## src/rtl/dec2_pkg.sv

```systemverilog
package dec2_pkg;
  localparam int unsigned REG_W = 16;
  localparam logic [REG_W-1:0] MODE_RST = 16'h0001;

  typedef enum logic [1:0] {
    MODE_IDLE0 = 2'b00,
    MODE_PASS  = 2'b01,
    MODE_DEC2  = 2'b10,
    MODE_IDLE3 = 2'b11
  } mode_e;

  function automatic logic is_dec2(input logic [1:0] code);
    return code == MODE_DEC2;
  endfunction
endpackage

```

## src/rtl/dec2_ctrl_regs.sv

```systemverilog
module dec2_ctrl_regs
  import dec2_pkg::*;
#(
  parameter int unsigned SEL_W = 2
) (
  input  logic             clk,
  input  logic             rst_n,
  input  logic             mode_we,
  input  logic [REG_W-1:0] mode_wdata,
  input  logic             sel_we,
  input  logic [SEL_W-1:0] sel_wdata,
  output logic [1:0]       mode_code,
  output logic [SEL_W-1:0] sel_q,
  output logic [REG_W-1:0] mode_rd
);
  logic [1:0] mode_q;

  always_ff @(posedge clk) begin
    if (!rst_n) begin
      mode_q <= MODE_RST[1:0];
      sel_q  <= '0;
    end else begin
      if (mode_we) mode_q <= mode_wdata[1:0];
      if (sel_we)  sel_q  <= sel_wdata;
    end
  end

  assign mode_code = mode_q;
  assign mode_rd   = {{(REG_W-2){1'b0}}, mode_q};

  // written field reads back, reserved bits zero
  p_mode_wr_r2: assert property (@(posedge clk) disable iff (!rst_n)
    mode_we |=> mode_rd == {{(REG_W-2){1'b0}}, $past(mode_wdata[1:0])});
endmodule

```

## src/rtl/dec2_sync_pick.sv

```systemverilog
module dec2_sync_pick #(
  parameter int unsigned NUM_SYNC = 4,
  parameter int unsigned SEL_W    = 2
) (
  input  logic [NUM_SYNC-1:0] sync_in,
  input  logic [SEL_W-1:0]    sel,
  output logic                sync_hit
);
  logic [NUM_SYNC-1:0] hits;

  for (genvar i = 0; i < NUM_SYNC; i++) begin : g_line
    assign hits[i] = sync_in[i] && (sel == SEL_W'(i));
  end

  assign sync_hit = |hits;
endmodule

```

## src/rtl/dec2_phase.sv

```systemverilog
module dec2_phase (
  input  logic clk,
  input  logic rst_n,
  input  logic beat,
  input  logic dec_en,
  input  logic sync_hit,
  output logic keep
);
  logic tog;
  logic keep_dec;

  assign keep_dec = sync_hit || tog;
  assign keep     = !dec_en || keep_dec;

  always_ff @(posedge clk) begin
    if (!rst_n)               tog <= 1'b1;
    else if (beat && dec_en)  tog <= !keep_dec;
  end

  // toggle holds on any cycle without a decimate-mode beat
  p_tog_hold_r8: assert property (@(posedge clk) disable iff (!rst_n)
    !(beat && dec_en) |=> $stable(tog));
endmodule

```

## src/rtl/dec2_front.sv

```systemverilog
module dec2_front
  import dec2_pkg::*;
#(
  parameter int unsigned DATA_W   = 16,
  parameter int unsigned NUM_SYNC = 4,
  localparam int unsigned SEL_W   = (NUM_SYNC > 1) ? $clog2(NUM_SYNC) : 1
) (
  input  logic                clk,
  input  logic                rst_n,
  input  logic                s_valid,
  output logic                s_ready,
  input  logic [DATA_W-1:0]   s_data,
  input  logic [NUM_SYNC-1:0] s_sync,
  output logic                m_valid,
  input  logic                m_ready,
  output logic [DATA_W-1:0]   m_data,
  input  logic                mode_we,
  input  logic [REG_W-1:0]    mode_wdata,
  output logic [REG_W-1:0]    mode_rdata,
  input  logic                srcsel_we,
  input  logic [SEL_W-1:0]    srcsel_wdata
);
  logic [1:0]       mode_code;
  logic [SEL_W-1:0] sel_q;
  logic             sync_hit;
  logic             keep;
  logic             beat;
  logic             dec_en;

  dec2_ctrl_regs #(.SEL_W(SEL_W)) u_regs (
    .clk(clk), .rst_n(rst_n),
    .mode_we(mode_we), .mode_wdata(mode_wdata),
    .sel_we(srcsel_we), .sel_wdata(srcsel_wdata),
    .mode_code(mode_code), .sel_q(sel_q), .mode_rd(mode_rdata)
  );

  dec2_sync_pick #(.NUM_SYNC(NUM_SYNC), .SEL_W(SEL_W)) u_pick (
    .sync_in(s_sync), .sel(sel_q), .sync_hit(sync_hit)
  );

  assign dec_en  = is_dec2(mode_code);
  assign s_ready = !m_valid || m_ready;
  assign beat    = s_valid && s_ready;

  dec2_phase u_phase (
    .clk(clk), .rst_n(rst_n), .beat(beat),
    .dec_en(dec_en), .sync_hit(sync_hit), .keep(keep)
  );

  always_ff @(posedge clk) begin
    if (!rst_n) begin
      m_valid <= 1'b0;
      m_data  <= '0;
    end else if (beat) begin
      m_valid <= keep;
      if (keep) m_data <= s_data;
    end else if (m_ready) begin
      m_valid <= 1'b0;
    end
  end

  // stalled output holds
  p_stall_hold_r9: assert property (@(posedge clk) disable iff (!rst_n)
    (m_valid && !m_ready) |=> (m_valid && $stable(m_data)));

  // pass-through forwards each accepted beat next cycle
  p_pass_fwd_r3: assert property (@(posedge clk) disable iff (!rst_n)
    (beat && !dec_en) |=> (m_valid && m_data == $past(s_data)));

  // a selected sync pulse in decimate mode forces the beat out
  p_sync_kept_r5: assert property (@(posedge clk) disable iff (!rst_n)
    (beat && dec_en && sync_hit) |=> (m_valid && m_data == $past(s_data)));
endmodule

```

## config.mk

```make
export PLATFORM = sky130hd
export DESIGN_NAME = dec2_front
export DESIGN_NICKNAME = d
export VERILOG_FILES = /design/src/rtl/dec2_pkg.sv /design/src/rtl/dec2_ctrl_regs.sv /design/src/rtl/dec2_sync_pick.sv /design/src/rtl/dec2_phase.sv /design/src/rtl/dec2_front.sv
export SDC_FILE = /design/constraint.sdc
export NUM_CORES = 1
export LEC_CHECK = 0
export ABC_AREA = 1
export BUFFER_PORTS_ARGS = -buffer_cell sky130_fd_sc_hd__clkbuf_2
export CAP_MARGIN = 30
export CORE_MARGIN = 2
export CORE_UTILIZATION = 36
export CTS_BUF_LIST = sky130_fd_sc_hd__clkbuf_8
export CTS_CLUSTER_SIZE = 12
export DETAILED_ROUTE_END_ITERATION = 7
export PLACE_DENSITY_LB_ADDON = 0.3
export SETUP_SLACK_MARGIN = 0.4
export SYNTH_ARGS = -nofsm -noshare
export SYNTH_HDL_FRONTEND = slang
export SYNTH_SLANG_ARGS = --single-unit
```

## constraint.sdc

```tcl
create_clock -name clk -period 2.5 [get_ports clk]
set_clock_uncertainty 0.2 [all_clocks]
set_input_delay 0.125 -clock clk [delete_from_list [all_inputs] [get_ports clk]]
set_output_delay 0.125 -clock clk [all_outputs]
set_load 0.02 [all_outputs]
```

==> metrics list <==
- The synthesized netlist devotes about an eighth of its cell area to compound gates.
* Main combinational cell family by area after synthesis: simple AND/OR/NAND/NOR gates
* Area fraction of the dominant cell type after synthesis: slightly below 40%
- Commonest cells in the synthesized netlist: 26 x nand2_1, 23 x inv_1, 22 x dfxtp_1
- The path class of the tightest hold or removal check is in2reg.
- Core Footprint: 3000 um^2
- The via count of the first global-routing pass is 986.
- The synthesized netlist devotes 0% of its cell area to adder and majority cells.
- Entering global routing, the biggest net connects 35 pins.
- Most area-hungry cell type in the Yosys netlist: dfxtp_1
* Routed len/inst: a little over 9 um
* Largest cells by area after synthesis: dfxtp_1 39%, buf_4 11%, a21oi_1 9.4%
* Final Instance Count excl. Fillers: approximately 260
* H-tree levels: 1
- In this run the worst setup path begins at m_ready.
- Area of the mapped netlist: 1120 um^2
- Summed over all layers, the routed wires come to around 2400 um.
- Highest fanout seen on the critical path: 34
- Final design area excluding fillers: 1620 um^2
* Type of origin of the critical path: input pin
- Instance area after placement: 1300 um^2
- Detailed placer's ending HPWL: approximately 1500 um
- Clock Tree Root: clkbuf_8
- Setup Viol. Count Final: 0
* Global-route wire length before repair: 3950 um
* Worst reg2reg path startpoint: u_regs.sel_q[0]
- Cell count after synthesis: 159
* Gate family responsible for the most delay along the worst path: buffers and inverters
- At the end of routability-driven placement, the weighted congestion stood at 0.607.
* Number of warnings reported in the yosys synthesis log: 0
- In the final design database the tool counted 274 nets.
* Share of synthesized area spent on multiplexers: 0%
- The die is roughly 60 um tall.
- In this run the power spent charging and discharging nets is ~250 uW.
- Placed instance count: 233
- Kind of critical path: in2reg
- In this run switching power makes up between 20% and 30% of total power.
- Dividing the detail-routed via count by the number of cells gives 4.26.
- In this design, the stage delay of the slowest critical-path cell is 0.53 ns.
- Per report_power, the clock group accounts for 35.4% of the total.
- Post-route fraction of the period consumed by the critical path: between 60% and 70%
- DRT Pass-1 Iters: 4
- The hold violation total from the final report was 0.
- Worst skew pair latency: 0.25 ns
- I/O pin count: around 80
- The completed layout was analyzed and its total power is 927 uW.
- Cells fill between 50% and 60% of the core in the end.
- Async set-or-reset flop fraction in the synthesized netlist: 0%
* Worst hold slack across all endpoints: approximately 0.11 ns
* Hold_sp: s_sync[2]
- The initial antenna violation count is 0.
* Combinational share of power: 22.3%
- After the first detailed-routing iteration, the DRC count stood at 45.
- The number of antenna diodes in the final layout is 0.
* Number of distinct library cells after synthesis: 16
- Initial standard-cell utilization of the core: about 37%
- Dividing total power by cell area gives a power density of 572 nW/um^2.
- Achievable frequency: between 600 and 700 MHz
- Outcome: complete, no violations
- After synthesis, the mean cell area works out to 7.04 um^2.
- The final route contains 1116 vias.
- Synthesis-to-layout area growth: 44.9%
* Residual DRC: 0
- Deepest clock path buffer count: 2
- Flops & latches, synth: 22
- In this run the post-CTS setup repair buffer count came out at 0.
* IR drop worst, VDD: 285 uV
- Row generation in the floorplan step produced 20 rows.
* Die width: ~60 um
* Number of input and output port buffers inserted: around 50
* Total internal power: 680 uW
- Cells along the critical path: dlygate4sd3_1 > clkbuf_2 > inv_1 > a21boi_2 > buf_4 > nand2_1 > a21oi_1 > o21ai_0
* CP Data Arrival Time: about 1.6 ns
* Proportion of synthesized chip area in sequential cells: 39.4%
- Primary flip-flop cell chosen by synthesis mapping: dfxtp_1
* Cell with the largest stage delay on the worst path: dlygate4sd3_1
- Post-route minimum period: between 1.5 and 2 ns
* Worst setup slack after layout: 0.884 ns
* Worst setup timing slack at the placement stage: 0.951 ns
* Max capacitance violation total: 0
- The count of nets left with antenna violations once routing finished came out at 0.
- Slew Limit Fails: 0
- Of the total synthesized cell area, the portion taken by AND, OR, NAND and NOR gates is 25.5%.
* Worst path required time: 2.45 ns
* Post-Synth XOR/XNOR Area: 0%
- CTS sink count: 22
- GRT Util Overall: 14.3%
- TritonCTS clock tree: built
- Of the cells placed in the final design, the portion with a size suffix greater than 1 is 25.8%.
* Unrepaired setup endpoints after global routing: no
- Worst setup EP type: register
- Sequential power share: 42.3%
- Clock tree synthesis inserted a total of 3 buffers.
- Summed over all layers, the global routing overflow is 0.
* Post-route setup TNS: 0 ns
* Most frequently used cell type in the post-synthesis netlist: nand2_1
- Summed over all cells, the static leakage comes to 0.894 nW.
- Clock slew seen by the registers of the worst setup and hold paths: 0.08 ns
* Number of enable flip-flop cells after synthesis: 0
* Die area: 3570 um^2
- Critical path buffers and inverters: 4
==> metal layers <==
layer	wire [um]	part of all wire, %	up-vias	global-route usage, %
met5	0	0	-	0
met4	10	0.42	0	4.76
met3	142	5.9	2	2.81
met2	1130	47	41	25.0
met1	1120	47	467	17.4
li1	-	-	606	-
==> final cells by class <==
class	count	area, um^2
Fill cell	302	1380
Timing Repair Buffer	75	503
Multi-Input combinational cell	104	474
Sequential cell	22	440
Inverter	24	90.1
Clock buffer	3	41.3
Tap cell	33	41.3
Clock inverter	1	30.0
==> path summary, 6_finish.rpt <==
check	endpoint	slack [ns]	cells past startpoint
setup reg to reg	m_data[13]	0.94	7
hold reg to reg	m_data[0]	0.29	2
hold / removal	u_phase.tog	0.11	6
setup / recovery	u_phase.tog	0.88	8
==> sequential cells by signal, indices dropped and copies added, names as in the netlist <==
register / cells
m_data: 16
u_regs.mode_code: 2
u_regs.sel_q: 2
m_valid: 1
u_phase.tog: 1
==> what timing repair did <==
item                                   in CTS  in global routing
setup endpoints to repair                   0                  1
endpoints found under the hold margin      21                  0
gates resized for setup                     0                  0
hold buffers                               26                  0
==> worst reg2reg max path, cell delays in order (launching register included) <==
cell     delay (ns)
dfxtp_1        0.38
inv_2          0.06
nand2_1        0.05
nand3_1        0.07
nand2_2        0.11
nand3_4        0.29
a21oi_1        0.25
nor2_1         0.06
==> kinds of logic (layout without fill, tap and decap cells) <==
logic type,after synthesis,in the layout
flops,22,22
simple gates,64,64
other cells,1,14
buf+inv,46,103
compound gates,26,26
==> cells in the final DEF, fill, tap and decap left out <==
cell type / n
a21boi_2: 1
a21oi_1: 21
buf_4: 1
bufinv_16: 1
clkbuf_2: 49
clkbuf_8: 3
conb_1: 14
dfxtp_1: 22
dlygate4sd3_1: 25
inv_1: 23
inv_2: 1
nand2_1: 26
nand2_2: 1
nand3_1: 18
nand3_2: 1
nand3_4: 1
nor2_1: 17
o21ai_0: 4
==> power groups by stage <==
stage	combinational [mW]	sequential, mW	clock [mW]
3_5_place_dp	0.176	0.400	0
6_report	0.207	0.392	0.328
5_1_grt	0.231	0.395	0.358
2_1_floorplan	0.108	0.429	0
3_3_place_gp	0.174	0.400	0
4_1_cts	0.208	0.392	0.340
(Power assumes the default switching activity.)
